File: config.mk
export PLATFORM = sky130hd
export DESIGN_NAME = mdio_master
export DESIGN_NICKNAME = d
export VERILOG_FILES = /design/src/rtl/mdm_pkg.sv /design/src/rtl/mdm_engine.sv /design/src/rtl/mdm_regs.sv /design/src/rtl/mdio_master.sv
export SDC_FILE = /design/constraint.sdc
export NUM_CORES = 1
export LEC_CHECK = 0
export BUFFER_PORTS_ARGS = -buffer_cell sky130_fd_sc_hd__buf_4
export CORE_ASPECT_RATIO = 0.75
export CORE_MARGIN = 2
export CORE_UTILIZATION = 45
export DETAILED_ROUTE_END_ITERATION = 12
export SLEW_MARGIN = 10
export SYNTH_ARGS = -nofsm -noshare
export SYNTH_HDL_FRONTEND = slang
export SYNTH_HIERARCHICAL = 1
export SYNTH_SLANG_ARGS = --single-unit
File: constraint.sdc
create_clock -name clk -period 3.6 [get_ports clk]
set_input_delay 0.54 -clock clk [delete_from_list [all_inputs] [get_ports clk]]
set_output_delay 0.54 -clock clk [all_outputs]
set_load 0.05 [all_outputs]
File: src/rtl/mdm_pkg.sv
package mdm_pkg;
  localparam int REG_W       = 32;
  localparam int PHY_AD_W    = 5;
  localparam int REG_AD_W    = 5;
  localparam int MDATA_W     = 16;

  // word addresses of the register file
  localparam int ADR_CTRL    = 0;
  localparam int ADR_ACCESS  = 1;
  localparam int ADR_MODE    = 2;
  localparam int ADR_MANUAL  = 3;

  // access register fields
  localparam int B_GO        = 31;
  localparam int B_WR        = 30;
  localparam int B_ACK       = 29;
  localparam int B_RAD_LO    = 21;
  localparam int B_PAD_LO    = 16;

  // control register fields
  localparam int B_IDLE      = 31;
  localparam int B_EN        = 30;

  typedef struct packed {
    logic                wr;
    logic [REG_AD_W-1:0] reg_ad;
    logic [PHY_AD_W-1:0] phy_ad;
    logic [MDATA_W-1:0]  data;
  } mdm_cmd_t;
endpackage

File: src/rtl/mdm_engine.sv
module mdm_engine
  import mdm_pkg::*;
#(
  parameter int DIV_W   = 16,
  parameter int PRE_LEN = 32
) (
  input  logic               clk,
  input  logic               rst,
  input  logic               start,
  input  mdm_cmd_t           cmd,
  input  logic [DIV_W-1:0]   div,
  input  logic               mdio_in,
  output logic               busy,
  output logic               done,
  output logic               ack,
  output logic [MDATA_W-1:0] rd_data,
  output logic               mdc,
  output logic               mdo,
  output logic               oe
);
  localparam int FRAME_LEN = PRE_LEN + 32;
  localparam int IDX_W     = $clog2(FRAME_LEN);
  localparam int TA_POS    = PRE_LEN + 14;
  localparam int ACK_POS   = TA_POS + 1;
  localparam int DAT_POS   = TA_POS + 2;
  localparam int LAST_POS  = FRAME_LEN - 1;

  logic [DIV_W-1:0]     cnt, cnt_n, dv, half;
  logic [DIV_W-1:0]     dv_st, half_st;
  logic [DIV_W:0]       sum_st;
  logic [IDX_W-1:0]     bidx;
  logic [FRAME_LEN-1:0] shreg, frame;
  logic                 rd_q, wrap, rise;

  // frame image, first bit on the wire at the MSB
  always_comb begin
    frame = {{PRE_LEN{1'b1}}, 2'b01,
             cmd.wr ? 2'b01 : 2'b10,
             cmd.phy_ad, cmd.reg_ad,
             cmd.wr ? 2'b10 : 2'b11,
             cmd.wr ? cmd.data : {MDATA_W{1'b1}}};
  end

  // divider: zero is clamped to one so MDC always has a high and a low phase
  always_comb begin
    dv_st   = (div == '0) ? DIV_W'(1) : div;
    sum_st  = {1'b0, dv_st} + 1'b1;
    half_st = sum_st[DIV_W:1];
    wrap    = (cnt == dv);
    cnt_n   = wrap ? '0 : cnt + 1'b1;
    rise    = (cnt_n == half);
  end

  assign mdo = shreg[FRAME_LEN-1];

  always_ff @(posedge clk) begin
    if (rst) begin
      busy    <= 1'b0;
      done    <= 1'b0;
      ack     <= 1'b0;
      rd_data <= '0;
      mdc     <= 1'b0;
      oe      <= 1'b0;
      cnt     <= '0;
      dv      <= DIV_W'(1);
      half    <= DIV_W'(1);
      bidx    <= '0;
      shreg   <= '0;
      rd_q    <= 1'b0;
    end else begin
      done <= 1'b0;
      if (!busy) begin
        if (start) begin
          busy  <= 1'b1;
          cnt   <= '0;
          dv    <= dv_st;
          half  <= half_st;
          bidx  <= '0;
          shreg <= frame;
          oe    <= 1'b1;
          mdc   <= 1'b0;
          rd_q  <= !cmd.wr;
          ack   <= 1'b0;
        end
      end else begin
        cnt <= cnt_n;
        mdc <= (cnt_n >= half);
        // sample on the MDC rising edge
        if (rise && rd_q) begin
          if (bidx == IDX_W'(ACK_POS))
            ack <= !mdio_in;
          if (bidx >= IDX_W'(DAT_POS))
            rd_data <= {rd_data[MDATA_W-2:0], mdio_in};
        end
        // advance on the MDC falling edge
        if (wrap) begin
          if (bidx == IDX_W'(LAST_POS)) begin
            busy  <= 1'b0;
            done  <= 1'b1;
            oe    <= 1'b0;
            shreg <= '0;
          end else begin
            bidx  <= bidx + 1'b1;
            shreg <= shreg << 1;
            oe    <= !(rd_q && (bidx >= IDX_W'(TA_POS - 1)));
          end
        end
      end
    end
  end

  AST_QUIET_IDLE: assert property (@(posedge clk) disable iff (rst)
    !busy |-> (!mdc && !oe));

  AST_RD_RELEASE: assert property (@(posedge clk) disable iff (rst)
    (busy && rd_q && (bidx >= IDX_W'(TA_POS))) |-> !oe);

  AST_DONE_ENDS: assert property (@(posedge clk) disable iff (rst)
    done |-> !busy);
endmodule

File: src/rtl/mdm_regs.sv
module mdm_regs
  import mdm_pkg::*;
#(
  parameter int DIV_W  = 16,
  parameter int ADDR_W = 2
) (
  input  logic               clk,
  input  logic               rst,
  input  logic               reg_valid,
  input  logic               reg_write,
  input  logic [ADDR_W-1:0]  reg_addr,
  input  logic [REG_W-1:0]   reg_wdata,
  output logic [REG_W-1:0]   reg_rdata,
  output logic               reg_rvalid,
  output logic               ctl_en,
  output logic [DIV_W-1:0]   ctl_div,
  output logic               man_sel,
  output logic               man_mdc,
  output logic               man_oe,
  output logic               man_out,
  output mdm_cmd_t           cmd,
  output logic               start,
  input  logic               eng_busy,
  input  logic               eng_done,
  input  logic               eng_ack,
  input  logic [MDATA_W-1:0] eng_rdata,
  input  logic               pin_in
);
  localparam logic [ADDR_W-1:0] A_CTRL   = ADDR_W'(ADR_CTRL);
  localparam logic [ADDR_W-1:0] A_ACCESS = ADDR_W'(ADR_ACCESS);
  localparam logic [ADDR_W-1:0] A_MODE   = ADDR_W'(ADR_MODE);
  localparam logic [ADDR_W-1:0] A_MANUAL = ADDR_W'(ADR_MANUAL);

  logic             go, ack_q, wr_en;
  logic [REG_W-1:0] rd_mux;
  logic             unused_wd;

  assign unused_wd = ^reg_wdata[29:26];
  assign wr_en     = reg_valid && reg_write;
  assign start     = go && ctl_en && !man_sel && !eng_busy && !eng_done;

  always_ff @(posedge clk) begin
    if (rst) begin
      ctl_en  <= 1'b0;
      ctl_div <= '0;
      man_sel <= 1'b0;
      man_mdc <= 1'b0;
      man_oe  <= 1'b0;
      man_out <= 1'b0;
      cmd     <= '0;
      go      <= 1'b0;
      ack_q   <= 1'b0;
    end else begin
      if (wr_en) begin
        case (reg_addr)
          A_CTRL: begin
            ctl_en  <= reg_wdata[B_EN];
            ctl_div <= reg_wdata[DIV_W-1:0];
          end
          A_ACCESS: begin
            if (!go) begin
              go         <= reg_wdata[B_GO];
              cmd.wr     <= reg_wdata[B_WR];
              cmd.reg_ad <= reg_wdata[B_RAD_LO +: REG_AD_W];
              cmd.phy_ad <= reg_wdata[B_PAD_LO +: PHY_AD_W];
              cmd.data   <= reg_wdata[MDATA_W-1:0];
              ack_q      <= 1'b0;
            end
          end
          A_MODE:  man_sel <= reg_wdata[31];
          default: begin
            man_mdc <= reg_wdata[2];
            man_oe  <= reg_wdata[1];
            man_out <= reg_wdata[0];
          end
        endcase
      end
      if (eng_done) begin
        go <= 1'b0;
        if (!cmd.wr) begin
          ack_q    <= eng_ack;
          cmd.data <= eng_rdata;
        end else begin
          ack_q <= 1'b0;
        end
      end
    end
  end

  always_comb begin
    rd_mux = '0;
    case (reg_addr)
      A_CTRL: begin
        rd_mux[B_IDLE]      = !eng_busy;
        rd_mux[B_EN]        = ctl_en;
        rd_mux[DIV_W-1:0]   = ctl_div;
      end
      A_ACCESS: begin
        rd_mux[B_GO]                  = go;
        rd_mux[B_WR]                  = cmd.wr;
        rd_mux[B_ACK]                 = ack_q;
        rd_mux[B_RAD_LO +: REG_AD_W]  = cmd.reg_ad;
        rd_mux[B_PAD_LO +: PHY_AD_W]  = cmd.phy_ad;
        rd_mux[MDATA_W-1:0]           = cmd.data;
      end
      A_MODE:   rd_mux[31] = man_sel;
      A_MANUAL: rd_mux[2:0] = {man_mdc, man_oe, pin_in};
      default:  rd_mux = '0;
    endcase
  end

  always_ff @(posedge clk) begin
    if (rst) begin
      reg_rdata  <= '0;
      reg_rvalid <= 1'b0;
    end else begin
      reg_rvalid <= reg_valid && !reg_write;
      if (reg_valid && !reg_write)
        reg_rdata <= rd_mux;
    end
  end

  AST_GO_HELD: assert property (@(posedge clk) disable iff (rst)
    (go && !eng_done) |=> go);

  AST_CMD_FROZEN: assert property (@(posedge clk) disable iff (rst)
    (go && !eng_done) |=> ($stable(cmd.phy_ad) && $stable(cmd.reg_ad) && $stable(cmd.wr)));
endmodule

File: src/rtl/mdio_master.sv
module mdio_master
  import mdm_pkg::*;
#(
  parameter int DIV_W   = 16,
  parameter int PRE_LEN = 32,
  parameter int ADDR_W  = 2
) (
  input  logic              clk,
  input  logic              rst,
  input  logic              reg_valid,
  output logic              reg_ready,
  input  logic              reg_write,
  input  logic [ADDR_W-1:0] reg_addr,
  input  logic [31:0]       reg_wdata,
  output logic [31:0]       reg_rdata,
  output logic              reg_rvalid,
  output logic              mdc_o,
  output logic              mdio_o,
  output logic              mdio_oe,
  input  logic              mdio_i
);
  logic               ctl_en, man_sel, man_mdc, man_oe, man_out;
  logic [DIV_W-1:0]   ctl_div;
  mdm_cmd_t           cmd;
  logic               start, eng_busy, eng_done, eng_ack;
  logic [MDATA_W-1:0] eng_rdata;
  logic               eng_mdc, eng_mdo, eng_oe;

  assign reg_ready = 1'b1;

  mdm_regs #(.DIV_W(DIV_W), .ADDR_W(ADDR_W)) regs_i (
    .clk(clk), .rst(rst),
    .reg_valid(reg_valid), .reg_write(reg_write), .reg_addr(reg_addr),
    .reg_wdata(reg_wdata), .reg_rdata(reg_rdata), .reg_rvalid(reg_rvalid),
    .ctl_en(ctl_en), .ctl_div(ctl_div), .man_sel(man_sel),
    .man_mdc(man_mdc), .man_oe(man_oe), .man_out(man_out),
    .cmd(cmd), .start(start),
    .eng_busy(eng_busy), .eng_done(eng_done), .eng_ack(eng_ack),
    .eng_rdata(eng_rdata), .pin_in(mdio_i)
  );

  mdm_engine #(.DIV_W(DIV_W), .PRE_LEN(PRE_LEN)) engine_i (
    .clk(clk), .rst(rst), .start(start), .cmd(cmd), .div(ctl_div),
    .mdio_in(mdio_i), .busy(eng_busy), .done(eng_done), .ack(eng_ack),
    .rd_data(eng_rdata), .mdc(eng_mdc), .mdo(eng_mdo), .oe(eng_oe)
  );

  // registered pin stage, manual override selected here
  always_ff @(posedge clk) begin
    if (rst) begin
      mdc_o   <= 1'b0;
      mdio_o  <= 1'b0;
      mdio_oe <= 1'b0;
    end else if (man_sel) begin
      mdc_o   <= man_mdc;
      mdio_o  <= man_out;
      mdio_oe <= man_oe;
    end else begin
      mdc_o   <= eng_mdc;
      mdio_o  <= eng_mdo;
      mdio_oe <= eng_oe;
    end
  end

  AST_START_GATED: assert property (@(posedge clk) disable iff (rst)
    $rose(eng_busy) |-> ($past(ctl_en) && !$past(man_sel)));

  AST_MANUAL_PINS: assert property (@(posedge clk) disable iff (rst)
    (man_sel && $past(man_sel)) |-> (mdc_o == $past(man_mdc) && mdio_oe == $past(man_oe)));
endmodule

==> results.txt <==
- Outcome: finished clean
* CP endpoint kind: flop
* Crit share post-route: 92.2%
* Worst slack at placement: 0.262 ns
- The critical path contains buffers and inverters numbering 3 combined.
- Global routing finished with a remaining overflow of 0.
* I/O Buffers: 67
- The detailed router finished its first iteration with 792 violations.
- The first global-routing pass estimated 46.9 mm of wire.
* Number of synthesized flops with an enable pin: 0
- Across the VDD grid, the largest voltage drop is 296 uV.
- At the end of the flow, the number of nets in the layout was 1,314.
- Max-slew violation total from the final report: 0
- Post-synth cell types: 66
- Final Setup Violations: 0
- Largest net degree at the start of global routing: 117
- The pre-antenna-repair detailed-routing pass consisted of 5 iterations.
- Maximum number of buffers from clock root to sink: 3
* Post-Place Cell Area: 11,300 um^2
* Pleak: 0.00399 uW
- The floorplan step set the die height to 138 um.
* Met2 wire length: 12.5 mm
* Starting Density: 46.3%
* Drt total wl: 28.7 mm
- In this run the remaining antenna-violating nets after routing total 0.
- Async SR Flop Fraction: 0%
- The floorplan step defined a die boundary enclosing 25,200 um^2.
- Number of rows in the core area: 48
- For this block, wires on met1 add up to 14.3 mm.
- Along the worst path, the maximum fanout reaches 26.
* Standard cell core area: 23,200 um^2
* Portion of the post-synthesis area used by sequential elements: 41.5%
- Unrepaired setup endpoints after global routing: false
* X dimension of the die: 183 um
- Clock tree synthesis selected as its root buffer the cell sky130_fd_sc_hd__clkbuf_16.
- At the end of routability-driven placement, the weighted congestion stood at 0.823.
* Total inserted antenna cells: 0
- Max-capacitance violation count: 0
- The largest individual stage delay along the critical path comes from the cell sky130_fd_sc_hd__dfxtp_1.
* Sinks on the clock net: 223
* Via count of the first global-routing pass: 8,607
- TritonCTS built the clock tree.
* Average cell area after synthesis: 8.52 um^2
- Headroom to the max-slew limit came out at 32.5%.
- Detailed routing placed a total of 1.53 mm of wire on met3.
- Summed negative setup slack over all endpoints: 0 ns
* Delay of the slowest cell on the worst path: 0.49 ns
- Total half-perimeter wirelength after legalization and detailed placement: 18.3 mm
- Antenna violations before repair: 0
* Startpoint kind of the worst setup timing path: flop
- Most Frequent Cell on Critical Path: sky130_fd_sc_hd__buf_4
- GR Util All Layers: 22.8%
* Slew at the pin closest to its max-slew limit: 1.01 ns
- Share of cells above drive strength 1: 13.6%
- Clock-pin slew was measured on the worst setup and hold paths at 0.06 ns.
- Fin. Hold Viols: 0
- Timing would allow up to 301 MHz.
* Min cycle time layout: 3.32 ns
- The signal on the critical path passes through xnor2_2 > nand4_2 > nor4_4 > buf_4 > nor2_1 > ha_1 > nand4_1 > nor4_2 > buf_4 > and3_1 > buf_12 > nand2_1 > a21oi_1.
- H-tree depth: 1
- After synthesis the netlist holds a flip-flop and latch count of 223.
* Clock latency on the worst-skew pair: 0.51 ns
- Number of CTS-inserted buffers: 23
- For this run, the leading register cell type out of synthesis is sky130_fd_sc_hd__dfxtp_1.
* Final standard cell area without fillers: 12,000 um^2
- In the final routed layout, each cell accounts on average for 18.3 um.
- Number of top-level pins: 76
- P per Cell Area: 415 nW/um^2
- CP top delay family: simple AND/OR/NAND/NOR gates
- Layout overhead on the synthesized area: 11.7%
- At the worst endpoint, the required time is 4.03 ns.
- The critical path in this run is classified as reg2reg.
* Post-synthesis instance total: 1,262
- After detailed routing, no signal wire sits above met4.
- The cell area that synthesis handed to floorplanning was 10,800 um^2.
- After detailed routing, the number of remaining DRC violations is 0.
- Post-route clock skew: 0.0112 ns
* Yosys warns: 6
- The worst hold path belongs to the class in2reg.
- Detailed routing inserted a total of 9,342 vias.
- Avg Vias per Cell: 5.96
- The worst path meets setup with 0.280 ns of slack.
* Worst endpoint data arrival time: 3.75 ns
-- tightest hold or removal path, delay by kind of cell --
| family | cells | cell delay [ns] |
|---|---|---|
| buf+inv | 1 | 0.09 |
| simple gates | 1 | 0.07 |
| mux | 1 | 0.05 |
-- per-layer routing --
metal  vias up  track usage (%)
li1       4581                -
met2       236             35.2
met4         0             4.88
met3        31             3.55
met1      4494             33.7
met5         -                0
-- where the power goes --
part / total, uW / internal [uW] / switching, uW
Sequential: 2510 / 2490 / 26.7
Combinational: 237 / 84.5 / 152
Clock: 2240 / 1280 / 959
Total: 4990 / 3850 / 1140
-- final cells by class --
cell class | instances | area (um^2)
Inverter | 24 | 90.1
Clock buffer | 32 | 629
Multi-Input combinational cell | 884 | 5620
Tap cell | 300 | 375
Sequential cell | 223 | 4470
Fill cell | 2209 | 11200
Timing Repair Buffer | 99 | 785
Clock inverter | 5 | 50.0
-- logic make-up after synthesis --
family,share of synthesized area [%]
AO/OA/AOI/OAI,23.6
flip-flops,41.5
buffers and inverters,6.89
AND/OR/NAND/NOR,20.1
adder cells (fa/ha/maj),2.33
multiplexers,1.13
other,0.0698
XOR/XNOR,4.40
-- placed cells by master, fill, tap and decap left out, types with 13 or more instances in the layout --
cell type / Yosys / final
sky130_fd_sc_hd__a22oi_1: 25 / 25
sky130_fd_sc_hd__a21oi_1: 116 / 116
sky130_fd_sc_hd__clkbuf_16: 0 / 23
sky130_fd_sc_hd__nand2_1: 151 / 151
sky130_fd_sc_hd__o2bb2ai_1: 15 / 15
sky130_fd_sc_hd__xnor2_1: 27 / 27
sky130_fd_sc_hd__a311oi_1: 13 / 13
sky130_fd_sc_hd__ha_1: 20 / 20
sky130_fd_sc_hd__nor4_1: 35 / 33
sky130_fd_sc_hd__dfxtp_1: 223 / 221
sky130_fd_sc_hd__nand3_1: 25 / 25
sky130_fd_sc_hd__nor2_1: 84 / 83
sky130_fd_sc_hd__inv_1: 22 / 22
sky130_fd_sc_hd__and3_1: 18 / 18
sky130_fd_sc_hd__a211oi_1: 93 / 93
sky130_fd_sc_hd__o21a_1: 17 / 17
sky130_fd_sc_hd__o21ai_0: 32 / 32
sky130_fd_sc_hd__or3_1: 32 / 32
sky130_fd_sc_hd__a31oi_1: 43 / 43
sky130_fd_sc_hd__nand4_1: 22 / 22
sky130_fd_sc_hd__buf_4: 15 / 95
-- state kept, by name, summed over array words and instances (netlist names), 6 cells and up --
| name | count |
|---|---|
| engine_i/bidx | 6 |
| engine_i/cnt | 16 |
| engine_i/dv | 16 |
| engine_i/half | 16 |
| engine_i/rd_data | 16 |
| engine_i/shreg | 64 |
| regs_i/cmd | 27 |
| regs_i/ctl_div | 16 |
| regs_i/reg_rdata | 29 |
-- cells in the mapped netlist, types with 2 or more instances --
library cell / instances / area [um^2]
sky130_fd_sc_hd__nor4_1: 35 / 219
sky130_fd_sc_hd__xor2_1: 12 / 105
sky130_fd_sc_hd__o22ai_1: 2 / 12.5
sky130_fd_sc_hd__nand4_1: 22 / 138
sky130_fd_sc_hd__buf_1: 9 / 33.8
sky130_fd_sc_hd__ha_1: 20 / 250
sky130_fd_sc_hd__or4_1: 3 / 22.5
sky130_fd_sc_hd__nor4_2: 9 / 113
sky130_fd_sc_hd__nor2b_1: 6 / 37.5
sky130_fd_sc_hd__nand2_1: 151 / 567
sky130_fd_sc_hd__nor3_1: 8 / 40.0
sky130_fd_sc_hd__nand3_1: 25 / 125
sky130_fd_sc_hd__inv_1: 22 / 82.6
sky130_fd_sc_hd__or3_1: 32 / 200
sky130_fd_sc_hd__a211oi_2: 8 / 100
sky130_fd_sc_hd__and2_1: 4 / 25.0
sky130_fd_sc_hd__o211ai_1: 4 / 30.0
sky130_fd_sc_hd__o2bb2ai_1: 15 / 131
sky130_fd_sc_hd__a311oi_1: 13 / 114
sky130_fd_sc_hd__and3_1: 18 / 113
sky130_fd_sc_hd__o21ai_0: 32 / 160
sky130_fd_sc_hd__xnor2_2: 3 / 48.8
sky130_fd_sc_hd__nor2_1: 84 / 315
sky130_fd_sc_hd__conb_1: 2 / 7.51
sky130_fd_sc_hd__mux2i_1: 11 / 110
sky130_fd_sc_hd__xnor2_1: 27 / 236
sky130_fd_sc_hd__o31a_1: 2 / 17.5
sky130_fd_sc_hd__o31ai_1: 2 / 15.0
sky130_fd_sc_hd__clkbuf_1: 81 / 304
sky130_fd_sc_hd__o21a_1: 17 / 128
sky130_fd_sc_hd__dfxtp_1: 223 / 4460
sky130_fd_sc_hd__buf_4: 15 / 113
sky130_fd_sc_hd__buf_2: 19 / 95.1
sky130_fd_sc_hd__and4_1: 6 / 52.6
sky130_fd_sc_hd__nand3b_1: 2 / 15.0
sky130_fd_sc_hd__xnor2_4: 3 / 82.6
sky130_fd_sc_hd__o22a_1: 2 / 17.5
sky130_fd_sc_hd__a211oi_1: 93 / 698
sky130_fd_sc_hd__nand2b_1: 5 / 31.3
sky130_fd_sc_hd__a31oi_1: 43 / 269
sky130_fd_sc_hd__a22oi_1: 25 / 188
sky130_fd_sc_hd__a21oi_1: 116 / 581
sky130_fd_sc_hd__buf_6: 8 / 90.1
-- stage by stage --
| step | hold WS, ns | utilization, % | total power (uW) | cells |
|---|---|---|---|---|
| after floorplan | 0.432 | - | 2720 | 1264 |
| after global routing | 0.285 | 51.7 | 5160 | 1567 |
| after global placement | 0.446 | 48.6 | 2800 | 1528 |
| final | 0.277 | 51.7 | 4990 | 1567 |
| after CTS | 0.270 | 51.6 | 5040 | 1565 |
| after detailed placement | 0.454 | 48.6 | 2800 | 1528 |
-- worst paths after layout --
check / startpoint / to / slack, ns / depth (start not counted)
setup / recovery: engine_i/cnt[2]$_SDFFE_PP0P_ / engine_i/rd_data[3]$_SDFFE_PP0P_ / 0.28 / 13
hold / removal: reg_wdata[31] / regs_i/man_sel$_SDFFE_PP0P_ / 0.28 / 3
setup reg to reg: engine_i/cnt[2]$_SDFFE_PP0P_ / engine_i/rd_data[3]$_SDFFE_PP0P_ / 0.28 / 13
hold reg to reg: engine_i/shreg[62]$_SDFFE_PP0P_ / engine_i/shreg[63]$_SDFFE_PP0P_ / 0.46 / 2
-- what timing repair did --
item | 4_1_cts | 5_1_grt
resized for setup | 0 | 5
endpoints found under the setup margin | 0 | 12
hold endpoints to repair | 0 | 0
setup buffers | 0 | 2
hold buffers | 0 | 0
Note: power is estimated with default switching activity, not from simulation.
